**config.mk**
```make
export PLATFORM = sky130hd
export DESIGN_NAME = uvw_comm_gen
export DESIGN_NICKNAME = d
export VERILOG_FILES = /design/src/rtl/uvw_pkg.sv /design/src/rtl/uvw_sample_mux.sv /design/src/rtl/uvw_sector.sv /design/src/rtl/uvw_comm_gen.sv
export SDC_FILE = /design/constraint.sdc
export NUM_CORES = 1
export LEC_CHECK = 0
export BUFFER_PORTS_ARGS = -buffer_cell sky130_fd_sc_hd__buf_4
export CAP_MARGIN = 20
export CORE_MARGIN = 5
export CORE_UTILIZATION = 35
export DETAILED_ROUTE_END_ITERATION = 7
export GPL_ROUTABILITY_DRIVEN = 0
export MAX_ROUTING_LAYER = met4
export PLACE_DENSITY = 0.49
export SYNTH_ARGS = -nofsm -noshare
export SYNTH_HDL_FRONTEND = slang
export SYNTH_SLANG_ARGS = --single-unit
```
**constraint.sdc**
```tcl
create_clock -name clk -period 15 [get_ports clk]
set_clock_uncertainty 0.1 [all_clocks]
set_input_delay 3 -clock clk [delete_from_list [all_inputs] [get_ports clk]]
set_output_delay 3 -clock clk [all_outputs]
set_load 0.005 [all_outputs]
```
**src/rtl/uvw_pkg.sv**
```systemverilog
package uvw_pkg;
  typedef logic [2:0] sector_t;

  // Six-step table: exactly one phase toggles between neighbouring sectors
  function automatic logic [2:0] sector_to_uvw(input sector_t s);
    case (s)
      3'd0:    return 3'b100;
      3'd1:    return 3'b110;
      3'd2:    return 3'b010;
      3'd3:    return 3'b011;
      3'd4:    return 3'b001;
      default: return 3'b101;
    endcase
  endfunction
endpackage

```
**src/rtl/uvw_sample_mux.sv**
```systemverilog
module uvw_sample_mux #(
  parameter int ANG_W = 12
) (
  input  logic             sel_fast,
  input  logic [ANG_W-1:0] fast_angle,
  input  logic             fast_vld,
  input  logic [ANG_W-1:0] conv_angle,
  input  logic             conv_vld,
  output logic [ANG_W-1:0] smp_angle,
  output logic             smp_vld
);
  always_comb begin
    if (sel_fast) begin
      smp_angle = fast_angle;
      smp_vld   = fast_vld;
    end else begin
      smp_angle = conv_angle;
      smp_vld   = conv_vld;
    end
  end
endmodule

```
**src/rtl/uvw_sector.sv**
```systemverilog
module uvw_sector
  import uvw_pkg::*;
#(
  parameter int ANG_W = 12,
  parameter int PP_W  = 4,
  parameter int OFFS  = 0
) (
  input  logic [ANG_W-1:0] angle,
  input  logic [PP_W-1:0]  pp_code,
  output sector_t          sec
);
  localparam int              ELW   = ANG_W + 3;
  localparam logic [ANG_W-1:0] OFF_V = ANG_W'(OFFS);

  logic [ANG_W-1:0] mech;
  logic [PP_W:0]    ppn;
  logic [ANG_W-1:0] elec;

  assign mech = angle + OFF_V;
  assign ppn  = {1'b0, pp_code} + 1'b1;
  assign elec = ANG_W'(mech * ppn);
  assign sec  = 3'((ELW'(elec) * ELW'(6)) >> ANG_W);
endmodule

```
**src/rtl/uvw_comm_gen.sv**
```systemverilog
module uvw_comm_gen
  import uvw_pkg::*;
#(
  parameter int ANG_W = 12,
  parameter int PP_W  = 4,
  parameter int HYST  = 8
) (
  input  logic             clk,
  input  logic             rst,
  input  logic [ANG_W-1:0] fast_angle,
  input  logic             fast_vld,
  input  logic [ANG_W-1:0] conv_angle,
  input  logic             conv_vld,
  input  logic [PP_W-1:0]  pp_code,
  input  logic             sync_off,
  output logic             u,
  output logic             v,
  output logic             w
);
  localparam int NPT = 3;

  logic [ANG_W-1:0] smp_angle;
  logic             smp_vld;
  sector_t          pt_sec [NPT];
  sector_t          held_sec, next_sec;
  logic             primed, dcs_q;
  logic [PP_W-1:0]  pp_q;
  logic             keep;

  uvw_sample_mux #(.ANG_W(ANG_W)) i_mux (
    .sel_fast  (sync_off),
    .fast_angle(fast_angle),
    .fast_vld  (fast_vld),
    .conv_angle(conv_angle),
    .conv_vld  (conv_vld),
    .smp_angle (smp_angle),
    .smp_vld   (smp_vld)
  );

  // Probe points at -HYST, 0 and +HYST around the sampled angle
  for (genvar i = 0; i < NPT; i++) begin : g_pt
    uvw_sector #(.ANG_W(ANG_W), .PP_W(PP_W), .OFFS((i - 1) * HYST)) i_sec (
      .angle  (smp_angle),
      .pp_code(pp_code),
      .sec    (pt_sec[i])
    );
  end

  always_comb begin
    keep = 1'b0;
    for (int i = 0; i < NPT; i++)
      if (pt_sec[i] == held_sec) keep = 1'b1;
    if (!primed || pp_q != pp_code || dcs_q != sync_off) keep = 1'b0;
    next_sec = keep ? held_sec : pt_sec[1];
  end

  always_ff @(posedge clk) begin
    if (rst) begin
      held_sec    <= '0;
      primed      <= 1'b0;
      pp_q        <= '0;
      dcs_q       <= 1'b0;
      {u, v, w}   <= 3'b100;
    end else if (smp_vld) begin
      held_sec    <= next_sec;
      primed      <= 1'b1;
      pp_q        <= pp_code;
      dcs_q       <= sync_off;
      {u, v, w}   <= sector_to_uvw(next_sec);
    end
  end
endmodule

```
# [Word level (Yosys, flattened, before mapping)]
# Index checks and enable logic that the tools add are counted.
[totals] regBits=12 out_inout_bits=3 elab_cells=37
[classes] add_sub_neg=3 n_mul=6 n_eq_ne=9 n_mux=8 n_reduce_logical=4
[op_table] operator="12-bit by 2-bit multiplier with 14-bit output, second input constant" n=3
[op_table] operator="12-bit by 5-bit multiplier with 12-bit output" n=3
[op_table] operator="3-bit case mux with 5 select lines" n=1
[op_table] operator="12-bit adder, second input constant" n=1
[op_table] operator="12-bit by 4-bit adder with 12-bit output, second input constant" n=1
[op_table] operator="12-bit 2-to-1 mux" n=1
[op_table] operator="3-bit equality test" n=3
[op_table] operator="3-bit by 2-bit equality test with 1-bit output, second input constant" n=2
[op_table] operator="4-bit by 1-bit adder with 5-bit output, second input constant" n=1
[op_table] operator="1-bit 2-to-1 mux" n=5
[op_table] operator="4-bit != test" n=1
[op_table] operator="3-bit by 1-bit equality test with 1-bit output, second input constant" n=1
[op_table] operator="3-bit equality test, second input constant" n=1
[op_table] operator="3-bit zero test" n=1
[op_table] operator="3-bit 2-to-1 mux" n=1
[op_table] operator="1-bit logical OR" n=2
[op_table] operator="1-bit zero test" n=1
[op_table] operator="1-bit != test" n=1

# [Logic depth before layout (Yosys ltp)]
# Gate-level depths: netlist of the first run.
[depth] word_depth=12 ltp_mapped=30 depth_no_buf=26

# [By module]
# A second synthesis of the first run with hierarchy kept.
[hier_totals] cells_unflattened=741 hier_area_um2=6223.5
[by_module_without_submodules] mod="uvw_sector (g_pt[0].i_sec)" n_inst=1 cells_each=221 area_each_um2=1824.2 seq_area_each_um2=0.0
[by_module_without_submodules] mod="uvw_sector (g_pt[2].i_sec)" n_inst=1 cells_each=223 area_each_um2=1789.2 seq_area_each_um2=0.0
[by_module_without_submodules] mod="uvw_sector (g_pt[1].i_sec)" n_inst=1 cells_each=207 area_each_um2=1702.9 seq_area_each_um2=0.0
[by_module_without_submodules] mod="uvw_comm_gen" n_inst=1 cells_each=76 area_each_um2=711.9 seq_area_each_um2=240.2
[by_module_without_submodules] mod="uvw_sample_mux" n_inst=1 cells_each=14 area_each_um2=195.2 seq_area_each_um2=0.0

# [Worst setup path before layout of the first run]
# Ideal clock, no wire load.
[synth_path] kind="input-to-reg" start="in sync_off" end="reg held_sec[0]" setup_ps=123 t_arrival_ps=9517 required_time_ps=14777 slack_ps=5260 cell_stages=29 path_buffers=4 path_cell_list="buf_6 buf_8 buf_6 buf_2 mux2i_1 inv_1 ha_1 nand4b_1 nand2_1 xnor2_1 nand2_1 fa_1 inv_1 fa_1 fa_1 xnor2_1 xnor2_1 nand2_1 mux2_2 a22oi_2 xor3_2 inv_1 ha_1 xnor2_1 mux2_2 a21oi_1 a2111o_1 nand3_1 mux2_1"
[synth_via] elab_chain_cells=10 elab_cells_between_ends=20 classes_between="2 x add/sub; 6 x mul; 4 x eq/ne; 7 x mux; 1 x reduce/logical"
[synth_rtl] item="start: declaration" line="uvw_comm_gen.sv:15" source="input logic sync_off,"
[synth_rtl] item="12-bit 2-to-1 mux" line="uvw_sample_mux.sv:13" source="if (sel_fast) begin"
[synth_rtl] item="12-bit adder" line="uvw_sector.sv:19" source="assign mech = angle + OFF_V;"
[synth_rtl] item="12-bit by 5-bit multiplier with 12-bit output" line="uvw_sector.sv:21" source="assign elec = ANG_W'(mech * ppn);"
[synth_rtl] item="12-bit by 2-bit multiplier with 14-bit output" line="uvw_sector.sv:22" source="assign sec = 3'((ELW'(elec) * ELW'(6)) >> ANG_W);"
[synth_rtl] item="3-bit equality test" line="uvw_comm_gen.sv:52" source="if (pt_sec[i] == held_sec) keep = 1'b1;"
[synth_rtl] item="1-bit 2-to-1 mux (3 in a row)" line="uvw_comm_gen.sv:52"
[synth_rtl] item="1-bit 2-to-1 mux" line="uvw_comm_gen.sv:53" source="if (!primed || pp_q != pp_code || dcs_q != sync_off) keep = 1'b0;"
[synth_rtl] item="3-bit 2-to-1 mux" line="uvw_comm_gen.sv:54" source="next_sec = keep ? held_sec : pt_sec[1];"
[synth_rtl] item="end signal: assignment" line="uvw_comm_gen.sv:65" source="held_sec <= next_sec;"
[synth_rtl] item="end: declaration" line="uvw_comm_gen.sv:25" source="sector_t held_sec, next_sec;"
# Several ways; a longest one is shown, not always the timed one.
# A chain may end at the register's enable or synchronous reset.

# [Final worst setup path of the first run]
# Same ends and word-level chain as after synthesis.

==> results.yml, run 1 <==
power_and_ir_drop:
  p_leak_nw: 3.09
  total_power_mw: 1.31
  seq_power_share: 0.039
  netSwitchingPower_uw: 706
  p_sw_frac: 0.537
  ir_worst_vdd_mv: 0.119
  cell_internal_pwr_uw: 609
  p_clk_frac: 0.041
  cellPowerDensity_nw_per_um2: 210
  p_comb_frac: 0.920
clock_tree:
  clk_latency_ns: 0.24
  cts_resized: 0
  cts_setup_buffers: 0
  cts_buffer_depth: 2
  clkSinkCount: 12
  cts-htree-levels: 1
  postCtsHoldBufs: 0
  cts_root_buf: "clkbuf_16"
  clkTransAtPathRegs_ns: 0.04
  tritoncts: "yes"
  numCtsBuffers: 3
logic_synthesis:
  synth_area_leader_cell: "fa_1"
  ys_warn_count: 0
  synth_most_common_cell: "inv_1"
  syn_avg_cell_area_um2: 8.02
  synth_area_um2: 5720
  synth_top_cells_by_count: "97 x inv_1, 87 x nor2_1, 63 x ha_1"
  ys_top_cells_by_area: "fa_1 21%, ha_1 14%, inv_1 6.4%"
  synth_seq_cells: 12
  synthCells: 713
  synth_edf_count: 0
  syn_nets: 870
  synth_top_family_by_area: "adder cells"
  synth_top_area_frac: 0.213
  synthSimpleGateAreaFrac: 0.202
  synth_ff_type: "dfxtp_1"
  yosysUniqueCellTypes: 67
  async_reset_ff_frac: 0
  synth_fa_ha_area_frac: 0.351
  ys_seq_area_frac: 0.0420
  synth_compound_area_frac: 0.162
  synth_xor_area_frac: 0.114
  synthMuxAreaShare: 0.0475
critical_path:
  start_kind: "input pin"
  critPathMaxStageDelay_ns: 0.64
  cp_max_fo: 37
  cp_top_family: "adder cells"
  cp-end-kind: "register"
  cp.required_ns: 15.02
  cpMostUsedCell: "inv_1"
  cp_slowest_cell: "mux2i_1"
  critical_path_class: "input pin to register"
  cp.buffers_inverters: 5
  cp.arrival_ns: 10.47
sta:
  fin_hold_ws_ns: 0.361
  worst_pin_slew_ns: 0.833
  drv_slew: 0
  finalWorstSetupSlack_ns: 4.55
  setup_viol: 0
  rsz0062_at_grt: "no"
  final.period_utilization: 0.696
  fmax_mhz: 95.7
  hold_violations: 0
  period_needed_ns: 10.45
  slew_headroom: 0.429
  finalSetupTns_ns: 0
routing:
  drt-vias-per-instance: 5.12
  drt-met1-wl_um: 7000
  ant_nets: 0
  firstDrtPassIters: 5
  routed_wl_um: 14500
  route.met3.wl_um: 370
  vias: 4883
  top_layer: "met4"
  drt_iter0_markers: 274
  wl_met2_um: 6840
  drc_errors: 0
  wl_per_cell_um: 15.2
floorplan:
  io_pins: 36
  rows: 46
  dieArea_um2: 19000
  die_y_um: 138
  start_util: 0.359
  coreArea_um2: 15900
  die_w_um: 138
grt:
  grt_max_degree: 38
  overflow: 0
  antenna_found_initial: 0
  track_usage: 0.165
  grt_pass1_vias: 4895
  grt_pass1_wl_um: 24800
worst_hold_path:
  holdCritPathClass: "register to register"
run:
  cap_violations: 0
finish:
  final_cell_count_no_fill: 953
  syn_to_final_growth_pct: 9.65
  final_cell_area_um2: 6270
  finish.utilization: 0.393
  nets: 895
  diodes: 0
  drive_gt1_frac: 0.0977
place:
  dp_slack_ns: 4.29
  dp_hpwl_um: 12300
  placed_cells: 949
  portBuffers: 35
  dpl_cell_area_um2: 6180
status:
  outcome: "finished clean"
## tightest hold or removal path, delay by kind of cell, from the launching register on
family / cells / cell delay, ns
simple gates: 1 / 0.05
compound gates: 1 / 0.05
flops: 1 / 0.31
## cell families after synthesis
kind of cell             Yosys count
AO/OA/AOI/OAI                    136
XOR/XNOR                          68
adder cells (fa/ha/maj)          124
buffers and inverters            116
flip-flops                        12
multiplexers                      25
AND/OR/NAND/NOR                  232
## path summary, 6_finish.rpt
path / from / end / slack [ns] / cells past startpoint
worst min register to register: pp_q[3]$_SDFFE_PP0P_ / pp_q[3]$_SDFFE_PP0P_ / 0.36 / 2
worst max-delay path: sync_off / held_sec[0]$_SDFFE_PP0P_ / 4.55 / 26
worst max register to register: pp_q[2]$_SDFFE_PP0P_ / held_sec[0]$_SDFFE_PP0P_ / 12.73 / 8
worst min-delay path: pp_q[3]$_SDFFE_PP0P_ / pp_q[3]$_SDFFE_PP0P_ / 0.36 / 2
## registers in the layout, indices dropped and copies added (netlist names)
signal / count
dcs_q: 1
held_sec: 3
pp_q: 4
primed: 1
u: 1
v: 1
w: 1
## area by class of cell
cell class	count	area, um2
clock buffer	4	88.8
multi-input combinational	585	5020
sequential	12	240
inverter	97	364
tap	216	270
timing repair buffer	39	293
fill	1686	9670
## metal layers
layer  GRT usage  vias up
met5           -        -
met4      0.0269        0
met3     0.00840       18
met2       0.271       86
met1       0.230     2339
li1            -     2440
## power groups by stage
stage	Sequential (mW)	Clock, mW	Combinational (mW)
after floorplan	0.0430	0	0.955
after global placement	0.0513	0	1.18
after detailed placement	0.0511	0	1.21
after CTS	0.0507	0.0558	1.22
after global routing	0.0521	0.0571	1.38
final	0.0507	0.0544	1.21
## cell usage in the layout (no fill, tap or decap), types with 10 or more instances in the layout
cell type  instances
a21oi_1           33
buf_4             39
nor2b_1           10
dfxtp_1           12
and2_1            16
inv_1             97
ha_1              63
xor2_1            24
nand2b_1          23
mux2i_1           14
fa_1              61
xnor2_1           39
a21o_1            18
o21ai_0           22
nand2_1           40
nor2_1            87
nand3_1           11
or2_2             10
No activity file was read; power rests on OpenSTA's default activity.
==> run 2: changes to the inputs <==
clock period = 9.65 ns   (was 15 ns; I/O delays follow)
==> results.yml, run 2 (same netlist as run 1, synthesis figures left out) <==
floorplan:
  io_pins: 36
  start_util: 0.359
  rows: 46
  coreArea_um2: 15900
  dieArea_um2: 19000
  die_y_um: 138
  die_w_um: 138
critical_path:
  cp_max_fo: 37
  worstReg2RegStart: "held_sec[0]$_SDFFE_PP0P_"
  rrSetupSlack_ns: 7.36
  start_kind: "input pin"
  cp.required_ns: 9.67
  critical_path_class: "input pin to register"
  cp.arrival_ns: 9.21
  cp-end-kind: "register"
  r2r_cells: 7
  r2r_end: "held_sec[0]$_SDFFE_PP0P_"
clock_tree:
  cts_setup_buffers: 0
  cts_buffer_depth: 2
  numCtsBuffers: 3
  tritoncts: "yes"
  cts_root_buf: "clkbuf_16"
  postCtsHoldBufs: 0
  cts_resized: 0
  clk_latency_ns: 0.24
  cts-htree-levels: 1
  clkTransAtPathRegs_ns: 0.04
  clkSinkCount: 12
place:
  dp_hpwl_um: 12500
  portBuffers: 35
grt:
  track_usage: 0.165
  grt_pass1_wl_um: 24600
  overflow: 0
  grt_max_degree: 38
  grt_pass1_vias: 4997
  antenna_found_initial: 0
finish:
  largest-register: "pp_q"
  final_common_cell: "inv_1"
  nets: 902
  diodes: 0
  final_cell_mix: "97 x inv_1, 87 x nor2_1, 63 x ha_1"
  largest_register_ffs: 4
  finish.utilization: 0.397
  syn_to_final_growth_pct: 10.6
  reg_top3: "pp_q: 4 flops, held_sec: 3 flops"
  drive_gt1_frac: 0.106
routing:
  drc_errors: 0
  drt-vias-per-instance: 5.16
  drt_iter0_markers: 244
  firstDrtPassIters: 4
  ant_nets: 0
  wl_per_cell_um: 15.3
  vias: 4949
  routed_wl_um: 14700
worst_hold_path:
  holdCritPathClass: "register to register"
  hold_depth: 2
  hold_path_end: "pp_q[2]$_SDFFE_PP0P_"
  hold_start: "pp_q[2]$_SDFFE_PP0P_"
sta:
  setup_viol: 0
  hold_violations: 0
  final.period_utilization: 0.952
  drv_slew: 0
  finalSetupTns_ns: 0
  fmax_mhz: 109
  slew_headroom: 0.429
  worst_pin_slew_ns: 0.833
  period_needed_ns: 9.18
  rsz0062_at_grt: "no"
status:
  outcome: "finished clean"
power_and_ir_drop:
  ir_worst_vdd_mv: 0.252
  p_leak_nw: 3.12
  cellPowerDensity_nw_per_um2: 326
run:
  cap_violations: 0
run 2: changes by cell type in the layout (fill, tap and decap cells not counted), sizes merged:
cell,delta
buf,+7
run 2: stage by stage:
step           area (um2)  instances  hold slack (ns)  power, mW  worst slack (ns)
2_1_floorplan        5720        713            0.340       1.55             0.980
3_3_place_gp         6240        956            0.352       1.93             0.343
3_5_place_dp         6240        956            0.361       1.97             0.310
4_1_cts              6320        960            0.371       2.07             0.528
5_1_grt              6320        960            0.399       2.33            0.0457
6_report             6320        960            0.366       2.06             0.466
run 2: worst max-delay path by stage:
stage                  start                        to  slack, ns  cells past startpoint
floorplan           sync_off  held_sec[0]$_SDFFE_PP0P_       0.98                     29
finish              sync_off  held_sec[0]$_SDFFE_PP0P_       0.47                     23
global placement    sync_off  held_sec[0]$_SDFFE_PP0P_       0.34                     23
CTS                 sync_off  held_sec[0]$_SDFFE_PP0P_       0.53                     23
global route        sync_off  held_sec[0]$_SDFFE_PP0P_       0.05                     23
detailed placement  sync_off  held_sec[0]$_SDFFE_PP0P_       0.31                     23
run 2: final cells by class:
| type | count | area (um2) |
|---|---|---|
| Clock buffer | 4 | 88.8 |
| Inverter | 97 | 364 |
| Timing Repair Buffer | 46 | 345 |
| Tap cell | 216 | 270 |
| Multi-Input combinational cell | 585 | 5020 |
| Fill cell | 1674 | 9620 |
| Sequential cell | 12 | 240 |
run 2: power breakdown:
part	internal [mW]	switching [mW]	leakage [nW]
Combinational	0.844	1.05	2.98
Clock	0.0626	0.0219	0.0442
Sequential	0.0611	0.0181	0.0993
run 2: routing by layer:
metal	track usage	vias to the layer above	wire [um]
met2	0.280	85	7040
met1	0.224	2405	7040
li1	-	2451	-
met5	-	-	0
met3	0.00913	8	431
met4	0.0187	0	156
run 2: critical path, cell delays in order:
cell and delay (ns):
buf_4 0.38, mux2i_1 0.62, ha_1 0.29, xor2_1 0.51, nor2_1 0.13, fa_1 0.51
fa_1 0.54, inv_1 0.05, fa_1 0.56, inv_1 0.05, ha_1 0.23, or4_1 0.47
o21ai_0 0.45, o21ai_0 0.20, xnor3_1 0.50, ha_1 0.38, nand2b_1 0.09, or4_1 0.41
nand3b_1 0.13, xnor2_1 0.14, nand2_1 0.16, nand3_1 0.14, mux2_1 0.33
==> run 3: changes to the inputs <==
RECOVER_POWER = 25   (was default)
==> results.yml, run 3 (same netlist as run 1, synthesis figures left out) <==
status:
  outcome: "finished clean"
sta:
  setup_viol: 0
  final.period_utilization: 0.953
  fin_hold_ws_ns: 0.366
  rsz0062_at_grt: "no"
  hold_violations: 0
  period_needed_ns: 9.19
  worst_pin_slew_ns: 0.833
  drv_slew: 0
  fmax_mhz: 109
  slew_headroom: 0.429
  finalSetupTns_ns: 0
routing:
  drc_errors: 0
  vias: 4959
  wl_per_cell_um: 15.3
  drt-vias-per-instance: 5.17
  ant_nets: 0
  firstDrtPassIters: 5
  routed_wl_um: 14700
  drt_iter0_markers: 244
floorplan:
  coreArea_um2: 15900
  die_y_um: 138
  rows: 46
  die_w_um: 138
  start_util: 0.359
  io_pins: 36
  dieArea_um2: 19000
clock_tree:
  postCtsHoldBufs: 0
  cts_buffer_depth: 2
  cts_root_buf: "clkbuf_16"
  clkSinkCount: 12
  clkTransAtPathRegs_ns: 0.04
  numCtsBuffers: 3
  tritoncts: "yes"
  cts_setup_buffers: 0
  cts-htree-levels: 1
  clk_latency_ns: 0.24
  cts_resized: 0
worst_hold_path:
  holdCritPathClass: "register to register"
grt:
  track_usage: 0.165
  grt_util_met1: 0.224
  use_met3: 0.00913
  grt_pass1_vias: 4997
  grt_use_met2: 0.280
  grt_pass1_wl_um: 24600
  grt_most_used_layer: "met2"
  overflow: 0
  grt_max_degree: 38
  antenna_found_initial: 0
finish:
  finish.utilization: 0.397
  final_cell_mix: "97 x inv_1, 87 x nor2_1, 63 x ha_1"
  nets: 902
  syn_to_final_growth_pct: 10.6
  final_common_cell: "inv_1"
  largest_register_ffs: 4
  diodes: 0
  largest-register: "pp_q"
  reg_top3: "pp_q: 4 flops, held_sec: 3 flops"
  n_fill_cell: 1674
  drive_gt1_frac: 0.106
power_and_ir_drop:
  cellPowerDensity_nw_per_um2: 326
  p_leak_nw: 3.12
  ir_worst_vdd_mv: 0.252
  total_power_mw: 2.06
run:
  cap_violations: 0
critical_path:
  cp-end-kind: "register"
  start_kind: "input pin"
  critical_path_class: "input pin to register"
  cp_max_fo: 37
  cp.required_ns: 9.67
  cp.arrival_ns: 9.22
place:
  dp_hpwl_um: 12500
  portBuffers: 35
-- run 3: stage by stage --
| step | worst slack, ns | cells | cell area (um2) |
|---|---|---|---|
| floorplan | 0.980 | 713 | 5720 |
| global route | 0.0457 | 960 | 6320 |
| detailed placement | 0.310 | 956 | 6240 |
| finish | 0.455 | 960 | 6320 |
| global placement | 0.343 | 956 | 6240 |
| CTS | 0.528 | 960 | 6320 |
-- run 3: worst max-delay path: stages --
cell and delay, ns:
buf_4 0.38, mux2i_1 0.62, ha_1 0.29, xor2_1 0.51, nor2_1 0.13, fa_1 0.51, fa_1 0.54, inv_1 0.05
fa_1 0.56, inv_1 0.05, ha_1 0.23, or4_1 0.47, o21ai_0 0.45, o21ai_0 0.20, xnor3_1 0.50, ha_1 0.38
nand2b_1 0.09, or4_1 0.41, nand3b_1 0.13, xnor2_1 0.14, nand2_1 0.16, nand3_1 0.14, mux2_1 0.33
-- run 3: worst paths after layout --
path / from / end / slack, ns / depth (start not counted)
worst max-delay path: sync_off / held_sec[0]$_SDFFE_PP0P_ / 0.46 / 23
worst min-delay path: pp_q[2]$_SDFFE_PP0P_ / pp_q[2]$_SDFFE_PP0P_ / 0.37 / 2
worst max register to register: held_sec[0]$_SDFFE_PP0P_ / held_sec[0]$_SDFFE_PP0P_ / 7.36 / 7
worst min register to register: pp_q[2]$_SDFFE_PP0P_ / pp_q[2]$_SDFFE_PP0P_ / 0.37 / 2
-- run 3: area by class of cell --
type / instances / area, um2 / area share
Timing Repair Buffer: 46 / 345 / 0.0546
Sequential cell: 12 / 240 / 0.0380
Multi-Input combinational cell: 585 / 5020 / 0.793
Tap cell: 216 / 270 / 0.0427
Inverter: 97 / 364 / 0.0576
Clock buffer: 4 / 88.8 / 0.0140
-- run 3: power breakdown --
| part | switching (mW) | internal (mW) |
|---|---|---|
| sequential | 0.0180 | 0.0611 |
| clock | 0.0219 | 0.0626 |
| combinational | 1.05 | 0.844 |
-- run 3: layer usage --
layer | share of wire | vias up
li1 | - | 2451
met1 | 0.48 | 2411
met2 | 0.48 | 89
met3 | 0.029 | 8
met4 | 0.0097 | 0
met5 | 0 | -
